**src/rtl/bo_pkg.sv**
```systemverilog
package bo_pkg;
  localparam int BO_WORD_W = 64;

  typedef enum logic [1:0] {
    WSEL_16  = 2'd0,
    WSEL_32  = 2'd1,
    WSEL_64  = 2'd2,
    WSEL_BAD = 2'd3
  } wsel_e;

  // Mask that keeps the bits below the selected width.
  function automatic logic [BO_WORD_W-1:0] width_mask(input wsel_e sel);
    logic [BO_WORD_W-1:0] m;
    case (sel)
      WSEL_16: m = {{(BO_WORD_W-16){1'b0}}, {16{1'b1}}};
      WSEL_32: m = {{(BO_WORD_W-32){1'b0}}, {32{1'b1}}};
      default: m = {BO_WORD_W{1'b1}};
    endcase
    return m;
  endfunction

  // Decide whether the bytes must be reversed.
  function automatic logic need_swap(input logic wide, input logic to_big,
                                     input logic host_big);
    return wide | (to_big ^ host_big);
  endfunction
endpackage

```
**src/rtl/bo_width_decode.sv**
```systemverilog
module bo_width_decode #(
  parameter int IMM_W = 32
) (
  input  logic [IMM_W-1:0] imm_i,
  output bo_pkg::wsel_e    sel_o,
  output logic             bad_o
);
  import bo_pkg::*;

  always_comb begin
    case (imm_i)
      IMM_W'(16): sel_o = WSEL_16;
      IMM_W'(32): sel_o = WSEL_32;
      IMM_W'(64): sel_o = WSEL_64;
      default:    sel_o = WSEL_BAD;
    endcase
  end

  assign bad_o = (sel_o == WSEL_BAD);
endmodule

```
**src/rtl/bo_byte_reverse.sv**
```systemverilog
module bo_byte_reverse #(
  parameter int DATA_W = 64,
  parameter int NGRAN  = 3
) (
  input  logic [DATA_W-1:0]            d_i,
  output logic [NGRAN-1:0][DATA_W-1:0] rev_o
);
  // Granularity g covers 2 << g bytes (2, 4, 8 bytes).
  for (genvar g = 0; g < NGRAN; g++) begin : g_gran
    localparam int NB = 2 << g;
    for (genvar i = 0; i < NB; i++) begin : g_byte
      assign rev_o[g][8*i +: 8] = d_i[8*(NB-1-i) +: 8];
    end
    if (NB * 8 < DATA_W) begin : g_upper
      assign rev_o[g][DATA_W-1:NB*8] = '0;
    end
  end
endmodule

```
**src/rtl/bo_swap_policy.sv**
```systemverilog
module bo_swap_policy #(
  parameter bit HOST_BIG_ENDIAN = 1'b0
) (
  input  logic wide_i,
  input  logic to_big_i,
  output logic swap_o
);
  assign swap_o = bo_pkg::need_swap(wide_i, to_big_i, HOST_BIG_ENDIAN);
endmodule

```
**src/rtl/byteorder_conv.sv**
```systemverilog
module byteorder_conv #(
  parameter int DATA_W          = bo_pkg::BO_WORD_W,
  parameter int IMM_W           = 32,
  parameter bit HOST_BIG_ENDIAN = 1'b0
) (
  input  logic              clk,
  input  logic              rst_n,
  input  logic              in_valid_i,
  input  logic [DATA_W-1:0] operand_i,
  input  logic [IMM_W-1:0]  width_imm_i,
  input  logic              to_big_i,
  input  logic              wide_class_i,
  output logic              out_valid_o,
  output logic [DATA_W-1:0] result_o,
  output logic              illegal_o
);
  import bo_pkg::*;

  localparam int NGRAN = 3;

  wsel_e                     dec_sel;
  logic                      dec_bad;
  logic                      swap_req;
  logic [NGRAN-1:0][DATA_W-1:0] rev_all;
  logic [DATA_W-1:0]         rev_pick;
  logic [DATA_W-1:0]         keep_val;
  logic [DATA_W-1:0]         next_res;
  wsel_e                     q_sel;

  bo_width_decode #(.IMM_W(IMM_W)) u_dec (
    .imm_i (width_imm_i),
    .sel_o (dec_sel),
    .bad_o (dec_bad)
  );

  bo_swap_policy #(.HOST_BIG_ENDIAN(HOST_BIG_ENDIAN)) u_pol (
    .wide_i   (wide_class_i),
    .to_big_i (to_big_i),
    .swap_o   (swap_req)
  );

  bo_byte_reverse #(.DATA_W(DATA_W), .NGRAN(NGRAN)) u_rev (
    .d_i   (operand_i),
    .rev_o (rev_all)
  );

  always_comb begin
    case (dec_sel)
      WSEL_16: rev_pick = rev_all[0];
      WSEL_32: rev_pick = rev_all[1];
      default: rev_pick = rev_all[2];
    endcase
  end

  assign keep_val = operand_i & width_mask(dec_sel);

  always_comb begin
    if (dec_bad)       next_res = operand_i;
    else if (swap_req) next_res = rev_pick;
    else               next_res = keep_val;
  end

  always_ff @(posedge clk or negedge rst_n) begin
    if (!rst_n) begin
      out_valid_o <= 1'b0;
      result_o    <= '0;
      illegal_o   <= 1'b0;
      q_sel       <= WSEL_64;
    end else begin
      out_valid_o <= in_valid_i;
      if (in_valid_i) begin
        result_o  <= next_res;
        illegal_o <= dec_bad;
        q_sel     <= dec_sel;
      end
    end
  end
endmodule

```
**config.mk**
```make
export PLATFORM = sky130hd
export DESIGN_NAME = byteorder_conv
export DESIGN_NICKNAME = d
export VERILOG_FILES = /design/src/rtl/bo_pkg.sv /design/src/rtl/bo_width_decode.sv /design/src/rtl/bo_byte_reverse.sv /design/src/rtl/bo_swap_policy.sv /design/src/rtl/byteorder_conv.sv
export SDC_FILE = /design/constraint.sdc
export NUM_CORES = 1
export LEC_CHECK = 0
export BUFFER_PORTS_ARGS = -buffer_cell sky130_fd_sc_hd__buf_4
export CAP_MARGIN = 20
export CORE_UTILIZATION = 42
export CTS_CLUSTER_SIZE = 25
export DETAILED_ROUTE_END_ITERATION = 16
export GPL_TIMING_DRIVEN = 0
export PLACE_DENSITY = 0.77
export RECOVER_POWER = 25
export SLEW_MARGIN = 20
export SYNTH_ARGS = -nofsm -noshare
export SYNTH_HDL_FRONTEND = slang
export SYNTH_SLANG_ARGS = --single-unit
```
**constraint.sdc**
```tcl
create_clock -name clk -period 0.85 [get_ports clk]
set_clock_uncertainty 0.05 [all_clocks]
set_input_delay 0 -clock clk [delete_from_list [all_inputs] [get_ports clk]]
set_output_delay 0 -clock clk [all_outputs]
set_load 0.05 [all_outputs]
```
* After elaboration in Yosys (flattened, before gate mapping)
Cells that the tools add are included.
** Word-level totals
- Register bits :: 66
- Bits of input ports :: 101
- Output and inout bits :: 66
** Operators by class
- Eq/ne operators :: 5
- Muxes and demuxes :: 5
- Bitwise gates (word level) :: 2
- Reductions and logical operators :: 1
** Operator list (count)
- $pmux 64 s2 :: 2
- $mux 64 :: 2
- $and 64x64->64 :: 1
- $eq 32x5->1 const B :: 1
- $eq 32x6->1 const B :: 1
- $eq 32x7->1 const B :: 1
- $pmux 2 s3 :: 1
- $eq 2x1->1 const B :: 1
- $eq 2x2->1 const B :: 1
- $logic_not 2->1 :: 1
- $or 1x1->1 :: 1

* Depth between registers and ports, before layout
Gate-level depths: netlist of the first run.
- Depth after elaboration :: 7
- Gate-level depth with buffers :: 7
- Gate-level depth less buffers :: 5

* Cells and area by module
Synthesis of the first run repeated with hierarchy kept, for this count alone.
** Unflattened totals
- Cell total of the unflattened synthesis :: 633
- Area, all modules :: 6115.9 um^2
** Modules (own cells, without submodules)
- byteorder_conv :: instances 1, cells an instance 420, area an instance 4543.1 um^2, seq. area each 1651.6 um^2
- bo_byte_reverse :: instances 1, cells an instance 193, area an instance 1445.1 um^2, seq. area each 0.0 um^2
- bo_width_decode :: instances 1, cells an instance 19, area an instance 121.4 um^2, seq. area each 0.0 um^2
- bo_swap_policy :: instances 1, cells an instance 1, area an instance 6.3 um^2, seq. area each 0.0 um^2

* Worst setup path after synthesis of the first run
No wires, ideal clock.
- Path type :: input-to-reg
- From :: input port width_imm_i[3]
- To :: register result_o[0]
- Library setup time :: 0.126 ns
- Data arrival time :: 1.682 ns
- Setup slack :: -1.008 ns
- Cell stages on the path :: 5
- Path buffers :: 1
- Cells stage by stage :: or2_1 > or4_1 > o41a_1 > buf_6 > a221o_1
** Between the ends
- Cells in the longest elaborated chain, start to end :: 6
- Elaborated cells on any way between the ends :: 10
- Classes of those cells :: 5 x eq/ne; 4 x mux; 1 x reduce/logical
** Ends and longest elaborated chain
- from (decl) :: RTL line byteorder_conv.sv:10 : input logic [IMM_W-1:0] width_imm_i,
- $eq 32x7->1, or another cell as far along :: RTL line bo_width_decode.sv:11 : case (imm_i)
- $pmux 2 s3 (*) :: RTL line bo_width_decode.sv:11
- $eq 2x1->1 / $logic_not 2->1 (equally long branches) :: RTL line byteorder_conv.sv:48 : case (dec_sel)
- $pmux 64 s2 :: RTL line byteorder_conv.sv:48
- $mux 64 :: RTL line byteorder_conv.sv:59 : else if (swap_req) next_res = rev_pick;
- $mux 64 (*) :: RTL line byteorder_conv.sv:58 : if (dec_bad) next_res = operand_i;
- to (signal assigned) :: RTL line byteorder_conv.sv:72 : result_o <= next_res;
- to (decl) :: RTL line byteorder_conv.sv:14 : output logic [DATA_W-1:0] result_o,
Every way passes the cells marked *; elsewhere a longest branch is shown, timed or not.
A chain may end at the register's enable or synchronous reset.

* Final worst setup path of the first run
- From :: input port width_imm_i[18]
- To :: register result_o[13]
Same word-level chain as after synthesis.

==> impl_metrics.ini, run 1 <==
[outcome]
status = complete, but fails checks
violations = hold timing, setup timing

[floorplanning]
die_width_um = 92.6
start_util_pct = 44.0
core_area_um2 = 7850
rows = 32
die_area_um2 = 8580
die_y_um = 92.6
io_pins = 167

[route]
route.detailed.drc = 0
drtIter0Drc = 522
antenna_left = 0
firstDrtPassIters = 6
viasPerCell = 6.23
totalWireLength_mm = 15.7
wire_per_inst_um = 22.3
vias = 4383

[placement]
io_buffer_count = 166
place_hpwl_mm = 9.38
routabilityCongestion = 0.886

[timing]
relSlewSlack_pct = 37.4
hold_viol_final = 75
worst_pin_slew_ns = 0.940
worst_slack_ns = -0.895
holdWs_ns = -0.250
finalSetupViolCount = 131
fmax_ghz = 0.573
slew_violations = 0
rsz0062_at_grt = true
layout_min_cycle_time_ns = 1.75
fin_crit_sh_pct = 205

[power]
power.density_nw_per_um2 = 1580
irDropWorstVdd_mv = 0.952
leakage_nw = 3.02
total_power_w = 0.0101

[global_route]
gr-usage-met1_pct = 46.4
grt_max_degree = 67
use_met3_pct = 6.73
grt_pass1_vias = 4266
use_met2_pct = 59.2
grt-busiest-layer = met2
grt_pass1_wl_mm = 23.3
grt_util_all_layers_pct = 36.3
antenna_found_initial = 0
gr-total-overflow = 0

[synthesis]
yosysMostFrequentCell = dfrtp_1
syn-num-nets = 438
yosysSeqAreaShare_pct = 47.9
synth.distinct_cells = 32
syn-cell-area_um2 = 3450
synth_area_per_cell_um2 = 10.2
synth_top_area_share_pct = 47.9
synth_ff_type = dfrtp_1
ys_top_cells_by_count = dfrtp_1, a221o_1, nor2b_1
synth.area.top_cells = dfrtp_1, a221o_1, nor2b_1
yosysWarnings = 0
synth_top_cell_by_area = dfrtp_1
synth_edf_count = 0
netlist_instances = 337
synth-async-reset-ratio_pct = 100
synth_seq_cells = 66

[job]
cap_viol_max_count = 0

[clock_tree]
clk_latency_ns = 0.34
clock_path_buffers = 2
cts.sinks = 66
path_clk_slew_ns = 0.08
cts_made_buffers = 9
clock_tree.root_cell = clkbuf_8
cts_tree = built
htreeDepth = 3

[worst_setup_path]
crit_end = result_o[13]
r2r_setup_slack_ns = -0.23
end_kind = flop
crit_path_start = width_imm_i[18]
path_max_fanout = 7
r2r_cells = 3
worstReg2RegStart = result_o[13]
path_class = input port to flop
worstReg2RegEnd = result_o[13]
start_kind = input port
crit_arrival_ns = 1.92
crit_required_ns = 1.03

[cells_and_area]
nets = 698
finish.utilization_pct = 81.2
syn_to_final_growth_pct = 84.6
drive_gt1_share_pct = 42.6
diodes = 0

[hold_path]
hold_class = input port to async pin
worst min path at each step:
stage / slack, ns / depth (start not counted) / endpoint / startpoint
floorplan: -0.35 / 0 / illegal_o / rst_n
global placement: 0.1 / 1 / result_o[51] / rst_n
detailed placement: 0.10 / 1 / result_o[51] / rst_n
CTS: -0.27 / 1 / result_o[51] / rst_n
global route: -0.17 / 1 / result_o[51] / rst_n
finish: -0.25 / 1 / result_o[51] / rst_n
critical path, cell delays in order:
cell and delay (ns):
buf_6 0.09, or4_4 0.54, nor2_4 0.15, nand2_2 0.09
o41a_1 0.43, buf_6 0.16, buf_6 0.13, a221o_1 0.33
cell families after synthesis:
logic type	count (synthesis)	share of synthesized area [%]
AOI/OAI and AO/OA	117	29.7
DFF	66	47.9
buffers and inverters	59	7.11
and+or+nand+nor	95	15.3
sequential cells by signal, summed over array words and instances (netlist names):
signal,cells
result_o,64
illegal_o,1
out_valid_o,1
placed cells by master, fill, tap and decap left out, types with 2 or more instances in the layout:
master         count
buf_4            110
buf_6             81
dfrtp_1           66
dlygate4sd3_1     61
a221o_1           48
nor2b_1           35
inv_1             33
nor2_1            19
clkbuf_8          17
a22o_1            16
o22ai_1           16
nand2_1           16
a22oi_1           16
a221oi_2          14
clkbuf_2           7
clkbuf_1           6
nor4_1             4
buf_2              4
or4_4              3
nor2_4             2
nand3_1            2
o21ba_2            2
nor3_4             2
nand2_2            2
nand4_1            2
buf_8              2
a221oi_4           2
where the power goes:
part	switching (W)	internal, W	total [W]
combinational	0.00195	0.00154	0.00349
clock	0.00120	0.00174	0.00294
sequential	0.000233	0.00342	0.00365
area by class of cell:
| class | count | area (um2) |
|---|---|---|
| Timing Repair Buffer | 249 | 2330 |
| Multi-Input combinational cell | 212 | 1740 |
| Sequential cell | 66 | 1650 |
| Fill cell | 435 | 1480 |
| Clock buffer | 14 | 193 |
| Buffer | 26 | 176 |
| Tap cell | 102 | 128 |
| Inverter | 33 | 124 |
| Clock inverter | 1 | 30.0 |
through the flow:
step           area [um2]  setup WS [ns]  instances  TNS (ns)  hold slack [ns]
6_report             6370         -0.895        703    -59.64           -0.250
5_1_grt              6370         -0.951        703    -64.92           -0.173
4_1_cts              6270         -0.842        697    -56.49           -0.270
3_5_place_dp         4860          -1.32        605    -79.04            0.100
3_3_place_gp         4860          -1.26        605    -77.33           0.0961
2_1_floorplan        3480          -1.00        337    -57.07           -0.346
metal layers:
layer	wire, um	share of wire [%]	vias up
li1	-	-	1824
met1	5670	36	2101
met2	7400	47	371
met3	1700	11	87
met4	889	5.7	0
met5	0	0	-
repair_timing:
| action | 4_1_cts | 5_1_grt |
|---|---|---|
| hold buffers | 60 | 1 |
| setup buffers | 12 | 6 |
| pin swaps | 24 | 3 |
| hold endpoints to repair | 131 | 76 |
| cloned | 5 | 0 |
| gates resized for setup | 117 | 16 |
| endpoints found under the setup margin | 131 | 131 |
(Power assumes the default switching activity.)
==> inputs of run 2 (changes only) <==
==> constraint.sdc (replaced) <==
create_clock -name clk -period 0.85 [get_ports clk]
set_clock_uncertainty 0.05 [all_clocks]
set_input_delay 0.17 -clock clk [delete_from_list [all_inputs] [get_ports clk]]
set_output_delay 0.17 -clock clk [all_outputs]
set_load 0.05 [all_outputs]
==> impl_metrics.ini, run 2 (synthesis gave the netlist of run 1 again) <==
[worst_setup_path]
path_class = input port to flop
crit_required_ns = 1.04
crit_slowest_cell = or4_4
end_kind = flop
path_cells = buf_4 -> or2_1 -> or4_4 -> o41a_1 -> buf_6 -> buf_6 -> a221o_1
crit_arrival_ns = 2.09
start_kind = input port
cpPeakStageDelay_ns = 0.48
cpMostUsedCell = buf_6
path_max_fanout = 7

[outcome]
status = complete, but fails checks
violations = hold timing, setup timing

[timing]
worst_pin_slew_ns = 0.901
worst_slack_ns = -1.06
hold_viol_final = 66
slew_violations = 0
finalSetupViolCount = 131
holdWs_ns = -0.0844
relSlewSlack_pct = 39.9
fin_crit_sh_pct = 224
rsz0062_at_grt = true
fmax_ghz = 0.525
layout_min_cycle_time_ns = 1.91

[cells_and_area]
diodes = 0
regMostFlops = result_o
final_common_cell = buf_4
drive_gt1_share_pct = 48.0
final_cell_mix = buf_4, buf_6, dfrtp_1
syn_to_final_growth_pct = 69.3
top_regs = result_o x64, illegal_o x1, out_valid_o x1
nets = 649
largest_reg_flops = 64

[route]
antenna_left = 0
wire_per_inst_um = 21.5
totalWireLength_mm = 14.1
route.detailed.drc = 0
vias = 3956
viasPerCell = 6.05
drtIter0Drc = 272
firstDrtPassIters = 5

[global_route]
grt_pass1_wl_mm = 20.6
use_met2_pct = 49.4
use_met3_pct = 5.67
grt-busiest-layer = met2
grt_util_all_layers_pct = 31.9
grt_pass1_vias = 3844
grt_max_degree = 67
antenna_found_initial = 0
gr-total-overflow = 0
gr-usage-met1_pct = 42.9

[clock_tree]
cts_made_buffers = 9
clk_latency_ns = 0.34
cts.sinks = 66
path_clk_slew_ns = 0.07
clock_path_buffers = 2
htreeDepth = 3
cts_tree = built
clock_tree.root_cell = clkbuf_8

[floorplanning]
core_area_um2 = 7850
rows = 32
io_pins = 167
start_util_pct = 44.0
die_width_um = 92.6
die_area_um2 = 8580
die_y_um = 92.6

[placement]
dp_slack_ns = -1.49
io_buffer_count = 166
place_hpwl_mm = 9.38
routabilityCongestion = 0.886

[power]
irDropWorstVdd_mv = 0.915
total_power_w = 0.00981
power.density_nw_per_um2 = 1680
leakage_nw = 2.82

[hold_path]
hold_class = input port to async pin

[job]
cap_viol_max_count = 0
==> run 2: final timing paths <==
kind                                 from      endpoint  slack [ns]  cells past startpoint
setup / recovery           width_imm_i[3]   result_o[8]       -1.06                      7
max in group asynchronous           rst_n     illegal_o        0.24                      1
setup reg to reg             result_o[11]  result_o[11]       -0.24                      4
min in group clk            operand_i[56]  result_o[56]        0.01                      2
hold / removal                      rst_n  result_o[51]       -0.08                      1
hold reg to reg                 illegal_o     illegal_o        0.51                      2
==> run 2: power breakdown <==
part	switching, W	leakage (nW)	internal, W
Sequential	0.000219	0.783	0.00342
Clock	0.00119	0.115	0.00174
Combinational	0.00186	1.92	0.00139
==> run 2: final cells by class <==
class	instances	area, um2
inverters	33	124
fillers	552	2010
multi-input cells	212	1720
flip-flops and latches	66	1650
well taps	102	128
clock buffers	14	193
repair buffers	200	1820
clock inverters	1	30.0
plain buffers	26	180
==> run 2: stage by stage <==
step	TNS (ns)	hold WS (ns)	util (%)	cell area, um2	instances
after floorplan	-68.12	-0.176	-	3480	337
after global placement	-92.32	0.266	61.9	4860	605
after detailed placement	-94.98	0.270	61.9	4860	605
after CTS	-78.69	-0.100	73.0	5730	645
after global routing	-87.54	0.00885	74.4	5840	654
final	-82.49	-0.0844	74.4	5840	654
==> run 2: what timing repair did <==
item / in CTS / in global routing
endpoints found under the setup margin: 131 / 131
pin swaps: 24 / 7
gates resized for setup: 117 / 17
hold endpoints to repair: 67 / 67
cloned: 5 / 0
setup buffers: 20 / 9
==> run 2: metal layers <==
| metal | vias up | wire length, um |
|---|---|---|
| met1 | 1936 | 5640 |
| li1 | 1718 | - |
| met2 | 245 | 6580 |
| met3 | 57 | 1200 |
| met5 | - | 0 |
| met4 | 0 | 639 |
==> run 2: worst max-delay path, delay by kind of cell <==
| family | cells | cell delay (ns) |
|---|---|---|
| compound gates | 2 | 0.76 |
| simple gates | 2 | 0.75 |
| buf+inv | 3 | 0.40 |
